<file path="config.mk">
export PLATFORM = sky130hd
export DESIGN_NAME = n2_tcm_sink
export DESIGN_NICKNAME = d
export VERILOG_FILES = /design/src/rtl/n2_tcm_pkg.sv /design/src/rtl/n2_locator.sv /design/src/rtl/n2_field_check.sv /design/src/rtl/tc_mf_align.sv /design/src/rtl/n2_tcm_sink.sv
export SDC_FILE = /design/constraint.sdc
export NUM_CORES = 1
export LEC_CHECK = 0
export BUFFER_PORTS_ARGS = -buffer_cell sky130_fd_sc_hd__buf_2
export CELL_PAD_IN_SITES_DETAIL_PLACEMENT = 1
export CELL_PAD_IN_SITES_GLOBAL_PLACEMENT = 2
export CORE_AREA = 5 5 87 89
export DETAILED_ROUTE_END_ITERATION = 12
export DIE_AREA = 0 0 92 94
export HOLD_SLACK_MARGIN = 0.02
export PLACE_DENSITY = 0.87
export SETUP_SLACK_MARGIN = 0.1
export SLEW_MARGIN = 10
export SYNTH_ARGS = -nofsm -noshare
export SYNTH_HDL_FRONTEND = slang
export SYNTH_SLANG_ARGS = --single-unit
</file>
<file path="constraint.sdc">
create_clock -name clk_i -period 4.2 [get_ports clk_i]
set_input_delay 0.84 -clock clk_i [delete_from_list [all_inputs] [get_ports clk_i]]
set_output_delay 0.84 -clock clk_i [all_outputs]
set_load 0.03 [all_outputs]
</file>
<file path="src/rtl/n2_tcm_pkg.sv">
package n2_tcm_pkg;
  typedef struct packed {
    logic [1:0] bip;
    logic       fixed_one;
    logic       ais;
    logic       rei;
    logic       oei;
    logic [1:0] mf_bits;
  } n2_fields_t;

  function automatic logic [1:0] bip2_of(input logic [7:0] b);
    return {b[7] ^ b[5] ^ b[3] ^ b[1], b[6] ^ b[4] ^ b[2] ^ b[0]};
  endfunction
endpackage

</file>
<file path="src/rtl/n2_locator.sv">
module n2_locator #(
  parameter int ROW_BYTES = 35
) (
  input  logic       clk_i,
  input  logic       rst_ni,
  input  logic       valid_i,
  input  logic       mfs_i,
  input  logic [7:0] byte_i,
  output logic       n2_hit_o,
  output logic [1:0] ref_bip_o,
  output logic       ref_ok_o
);
  import n2_tcm_pkg::*;
  localparam int FRAME_BYTES = 4 * ROW_BYTES;
  localparam int N2_POS      = 2 * ROW_BYTES;
  localparam int PW          = $clog2(FRAME_BYTES + 1);

  logic [PW-1:0] pos_q, cur_pos;
  logic          started_q;
  logic [1:0]    acc_q;

  assign cur_pos  = mfs_i ? '0 : pos_q;
  assign n2_hit_o = valid_i && (started_q || mfs_i) && (cur_pos == PW'(N2_POS));

  always_ff @(posedge clk_i or negedge rst_ni) begin
    if (!rst_ni) begin
      pos_q     <= '0;
      started_q <= 1'b0;
      acc_q     <= '0;
      ref_bip_o <= '0;
      ref_ok_o  <= 1'b0;
    end else if (valid_i) begin
      if (mfs_i) begin
        started_q <= 1'b1;
        pos_q     <= PW'(1);
        acc_q     <= bip2_of(byte_i);
        ref_bip_o <= acc_q;
        ref_ok_o  <= started_q;
      end else if (started_q) begin
        // saturate so an overlong frame never revisits the overhead slot
        if (pos_q != PW'(FRAME_BYTES - 1)) pos_q <= pos_q + PW'(1);
        acc_q <= acc_q ^ bip2_of(byte_i);
      end
    end
  end
endmodule

</file>
<file path="src/rtl/n2_field_check.sv">
module n2_field_check (
  input  logic       clk_i,
  input  logic       rst_ni,
  input  logic       hit_i,
  input  logic [7:0] byte_i,
  input  logic [1:0] ref_bip_i,
  input  logic       ref_ok_i,
  output logic       stb_o,
  output logic [1:0] bip_err_o,
  output logic       fixed_err_o,
  output logic       ais_o,
  output logic       rei_o,
  output logic       oei_o
);
  import n2_tcm_pkg::*;
  n2_fields_t f;
  logic [1:0] diff, cnt;

  assign f    = n2_fields_t'(byte_i);
  assign diff = f.bip ^ ref_bip_i;
  assign cnt  = ref_ok_i ? {diff[1] & diff[0], diff[1] ^ diff[0]} : 2'd0;

  always_ff @(posedge clk_i or negedge rst_ni) begin
    if (!rst_ni) begin
      stb_o       <= 1'b0;
      bip_err_o   <= '0;
      fixed_err_o <= 1'b0;
      ais_o       <= 1'b0;
      rei_o       <= 1'b0;
      oei_o       <= 1'b0;
    end else begin
      stb_o <= hit_i;
      if (hit_i) begin
        bip_err_o   <= cnt;
        fixed_err_o <= ~f.fixed_one;
        ais_o       <= f.ais;
        rei_o       <= f.rei;
        oei_o       <= f.oei;
      end
    end
  end
endmodule

</file>
<file path="src/rtl/tc_mf_align.sv">
module tc_mf_align #(
  parameter int          MF_LEN       = 76,
  parameter int          FAS_FRAMES   = 8,
  parameter logic [15:0] FAS_PAT      = 16'hFFFE,
  parameter int          STATUS_FRAME = 72,
  parameter int          LOCK_HITS    = 2,
  parameter int          LOSS_MISSES  = 2
) (
  input  logic       clk_i,
  input  logic       rst_ni,
  input  logic       hit_i,
  input  logic [1:0] mf_bits_i,
  output logic       lock_o,
  output logic       rdi_o,
  output logic       odi_o
);
  localparam int FW  = $clog2(MF_LEN);
  localparam int SRW = 2 * FAS_FRAMES;
  localparam int CMX = (LOCK_HITS > LOSS_MISSES) ? LOCK_HITS : LOSS_MISSES;
  localparam int CW  = $clog2(CMX + 1);

  logic [SRW-1:0] sr_q, sr_n;
  logic [FW-1:0]  pos_q;
  logic           cand_q, match;
  logic [CW-1:0]  hits_q, misses_q;

  assign sr_n  = {sr_q[SRW-3:0], mf_bits_i};
  assign match = (sr_n == FAS_PAT[SRW-1:0]);

  always_ff @(posedge clk_i or negedge rst_ni) begin
    if (!rst_ni) begin
      sr_q     <= '0;
      pos_q    <= '0;
      cand_q   <= 1'b0;
      hits_q   <= '0;
      misses_q <= '0;
      lock_o   <= 1'b0;
      rdi_o    <= 1'b0;
      odi_o    <= 1'b0;
    end else if (hit_i) begin
      sr_q  <= sr_n;
      pos_q <= (pos_q == FW'(MF_LEN - 1)) ? '0 : pos_q + FW'(1);
      if (!cand_q) begin
        if (match) begin
          cand_q   <= 1'b1;
          pos_q    <= FW'(FAS_FRAMES);
          hits_q   <= CW'(1);
          misses_q <= '0;
        end
      end else if (pos_q == FW'(FAS_FRAMES - 1)) begin
        if (match) begin
          misses_q <= '0;
          if (hits_q < CW'(LOCK_HITS)) hits_q <= hits_q + CW'(1);
          if (hits_q >= CW'(LOCK_HITS - 1)) lock_o <= 1'b1;
        end else begin
          hits_q <= '0;
          if (!lock_o) begin
            cand_q <= 1'b0;
          end else if (misses_q >= CW'(LOSS_MISSES - 1)) begin
            lock_o   <= 1'b0;
            cand_q   <= 1'b0;
            misses_q <= '0;
            rdi_o    <= 1'b0;
            odi_o    <= 1'b0;
          end else begin
            misses_q <= misses_q + CW'(1);
          end
        end
      end else if (lock_o && pos_q == FW'(STATUS_FRAME)) begin
        rdi_o <= mf_bits_i[1];
        odi_o <= mf_bits_i[0];
      end
    end
  end
endmodule

</file>
<file path="src/rtl/n2_tcm_sink.sv">
module n2_tcm_sink #(
  parameter int ROW_BYTES    = 35,
  parameter int MF_LEN       = 76,
  parameter int STATUS_FRAME = 72
) (
  input  logic       clk_i,
  input  logic       rst_ni,
  input  logic       valid_i,
  input  logic       mfs_i,
  input  logic [7:0] byte_i,
  output logic       n2_stb_o,
  output logic [1:0] bip_err_o,
  output logic       fixed_err_o,
  output logic       ais_o,
  output logic       rei_o,
  output logic       oei_o,
  output logic       lock_o,
  output logic       tc_rdi_o,
  output logic       odi_o
);
  logic       n2_hit, ref_ok;
  logic [1:0] ref_bip;

  n2_locator #(.ROW_BYTES(ROW_BYTES)) u_loc (
    .clk_i, .rst_ni, .valid_i, .mfs_i, .byte_i,
    .n2_hit_o(n2_hit), .ref_bip_o(ref_bip), .ref_ok_o(ref_ok)
  );

  n2_field_check u_fld (
    .clk_i, .rst_ni, .hit_i(n2_hit), .byte_i,
    .ref_bip_i(ref_bip), .ref_ok_i(ref_ok),
    .stb_o(n2_stb_o), .bip_err_o, .fixed_err_o, .ais_o, .rei_o, .oei_o
  );

  tc_mf_align #(.MF_LEN(MF_LEN), .STATUS_FRAME(STATUS_FRAME)) u_aln (
    .clk_i, .rst_ni, .hit_i(n2_hit), .mf_bits_i(byte_i[1:0]),
    .lock_o, .rdi_o(tc_rdi_o), .odi_o
  );
endmodule

</file>
==> impl_metrics.toml <==
[worst_setup_path]
crit_end = "u_aln.rdi_o"
path_class = "in -> reg"
reg2reg_slack_ns = 2.12
worstSetupStartpoint = "mfs_i"
critPathRequiredTime_ns = 4.35
critPathLaunchType = "primary input"
cp-end-kind = "flop"
crit_arrival_ns = 2.39
r2r_start = "u_aln.pos_q[0]"
worst-r2r-cell-count = 5
timing.rr.end = "u_aln.rdi_o"
critical_path.max_fanout = 8

[final_layout]
layout.cells.non_filler = 384
fill_cells = 805
final-seq-area_um2 = 1251
drive_gt1_frac = 0.1316
syn_to_final_growth_pct = 11.01
n_antenna_cell = 0
nets = 322
multi_input_area_um2 = 1229

[die]
core_area_um2 = 6681
die_x_um = 92
start_util = 0.3893
dieHeight_um = 94
die_area_um2 = 8648
rows = 30
boundaryPins = 22

[clock_network]
clk_pin_slew_ns = 0.09
cts_hold_buf = 0
cts_tree = "yes"
insertion_delay_ns = 0.30
htreeDepth = 2
cts_made_buffers = 5
cts_resized = 0
cts_buffer_depth = 2
post_cts_buffers = 0
cts.sinks = 50
cts_root_buf = "clkbuf_8"

[drt]
drc = 0
via_count = 2055
wl_met1_mm = 2.931
drt-total-wl_mm = 5.935
vias_per_cell = 5.352
first_iter_violations = 57
drtAntennaViolNets = 0
routed-wl-met2_mm = 2.809
wl_met3_um = 153
drt-pass1-iter-count = 4
detail_route.wl_per_cell_um = 15.46
highest_layer = "met4"

[outcome]
status = "complete, no violations"

[logic_synthesis]
synth_edf_count = 0
ys_types = 49
ys_ff_latch = 50
yosysTopAreaCellShare = 0.4810
synth.avg_cell_area_um2 = 9.127
ys_seq_area_frac = 0.4810
synth_common_cells = "nand2_1 (77), dfrtp_1 (50), inv_1 (18)"
yosysTopAreaCell = "dfrtp_1"
synth_area_leaders = "dfrtp_1 (48%), nand2_1 (11%), xnor2_1 (3.0%)"
ys.flop_type = "dfrtp_1"
async_flop_share = 1.000
ys_warn_count = 0
synth_most_common_cell = "nand2_1"
synth_cells = 285
syn-cell-area_um2 = 2601
syn-num-nets = 303

[sta]
setup_violations = 0
hold_viol = 0
slew_viol_final = 0
worst_slew_pin_slew_ns = 0.7380
fmax_mhz = 446.3
period_needed_ns = 2.241
finClkSkew_ns = 0.009102
finalCritPeriodShare = 0.5335
max_slew_margin = 0.4953
rsz0062_at_grt = "no"
fin_setup_tns_ns = 0

[global_routing]
grt_max_degree = 34
grt_pass1_wl_mm = 10.27
grt_pass1_vias = 2122
grt_use_total = 0.1464
overflow = 0
antenna_found_initial = 0

[worst_hold_path]
hp-class = "in -> async"

[power]
ir_drop_v = 0.0001983
power.density_nw_per_um2 = 325.6
p_leak_nw = 1.360

[place]
numPortBuffers = 21
place_inst = 377
place_hpwl_mm = 4.421
gp_congestion = 0.8133

[run]
drv_cap = 0
[sequential cells by signal, indices dropped and copies added, names as in the netlist]
register / flops
u_aln.hits_q: 2
u_aln.rdi_o: 1
u_aln.cand_q: 1
u_aln.sr_q: 14
u_loc.ref_ok_o: 1
u_loc.ref_bip_o: 2
u_loc.pos_q: 8
u_fld.fixed_err_o: 1
u_loc.started_q: 1
u_aln.misses_q: 2
u_fld.stb_o: 1
u_fld.ais_o: 1
u_fld.oei_o: 1
u_fld.bip_err_o: 2
u_aln.pos_q: 7
u_loc.acc_q: 2
u_aln.odi_o: 1
u_fld.rei_o: 1
u_aln.lock_o: 1
[layout by cell type (no fill, tap or decap), drive strengths merged, types with 3 or more instances in the layout]
| cell | instances |
|---|---|
| nand4 | 8 |
| nand2 | 77 |
| nand3 | 11 |
| a21oi | 6 |
| o21ai | 19 |
| and2 | 3 |
| nor2 | 10 |
| o211ai | 5 |
| xnor2 | 9 |
| buf | 24 |
| clkbuf | 6 |
| nor2b | 3 |
| or3 | 3 |
| o41ai | 3 |
| inv | 18 |
| o22ai | 4 |
| o221ai | 3 |
| dfrtp | 50 |
| ha | 6 |
| nor3 | 5 |
[routing by layer]
layer / up-vias / track usage
li1: 1029 / -
met5: - / 0
met4: 0 / 0.02970
met3: 4 / 0.03045
met1: 1003 / 0.1957
met2: 19 / 0.2464
[power by group]
part	internal (mW)	switching [mW]	leakage, nW
Sequential	0.499	0.0193	0.647
Combinational	0.0336	0.0457	0.655
Clock	0.191	0.152	0.0573
[worst max-delay path: stages]
cell and delay, ns:
buf_2 0.13, nor3_2 0.37, nand4_4 0.22, a2111oi_0 0.63
o21ai_0 0.20
[how the worst min path moves through the flow]
stage / from / end / slack, ns
CTS: rst_ni / u_loc.pos_q[6] / 0.47
global placement: u_fld.ais_o / u_fld.ais_o / 0.45
detailed placement: u_fld.oei_o / u_fld.oei_o / 0.45
global route: rst_ni / u_aln.misses_q[1] / 0.49
floorplan: u_aln.misses_q[1] / u_aln.misses_q[1] / 0.45
finish: rst_ni / u_loc.pos_q[5] / 0.47
[layout make-up]
cell class | count | share of cell area
clock inverter | 1 | 0.01040
multi-input combinational | 205 | 0.4255
tap | 80 | 0.03466
sequential | 50 | 0.4333
clock buffer | 6 | 0.02860
timing repair buffer | 24 | 0.04419
inverter | 18 | 0.02340
[cell families after synthesis]
family / after synthesis / share of synthesized area
XOR/XNOR: 11 / 0.03704
buffers and inverters: 30 / 0.04665
AO/OA/AOI/OAI: 56 / 0.1501
AND/OR/NAND/NOR: 132 / 0.2564
flip-flops: 50 / 0.4810
adder cells (fa/ha/maj): 6 / 0.02886
[metrics by stage]
step,hold WS (ns),utilization,power [mW],instance area (µm²),setup WS [ns]
after floorplan,0.4498,-,0.5751,2601,2.163
after detailed placement,0.4547,0.4154,0.6091,2775,1.641
final,0.4654,0.4322,0.9402,2888,1.959
after CTS,0.4689,0.4322,0.9571,2888,1.949
after global placement,0.4460,0.4154,0.6058,2775,1.614
after global routing,0.4858,0.4322,0.9906,2888,1.729
Power figures use the tool's default switching activity.
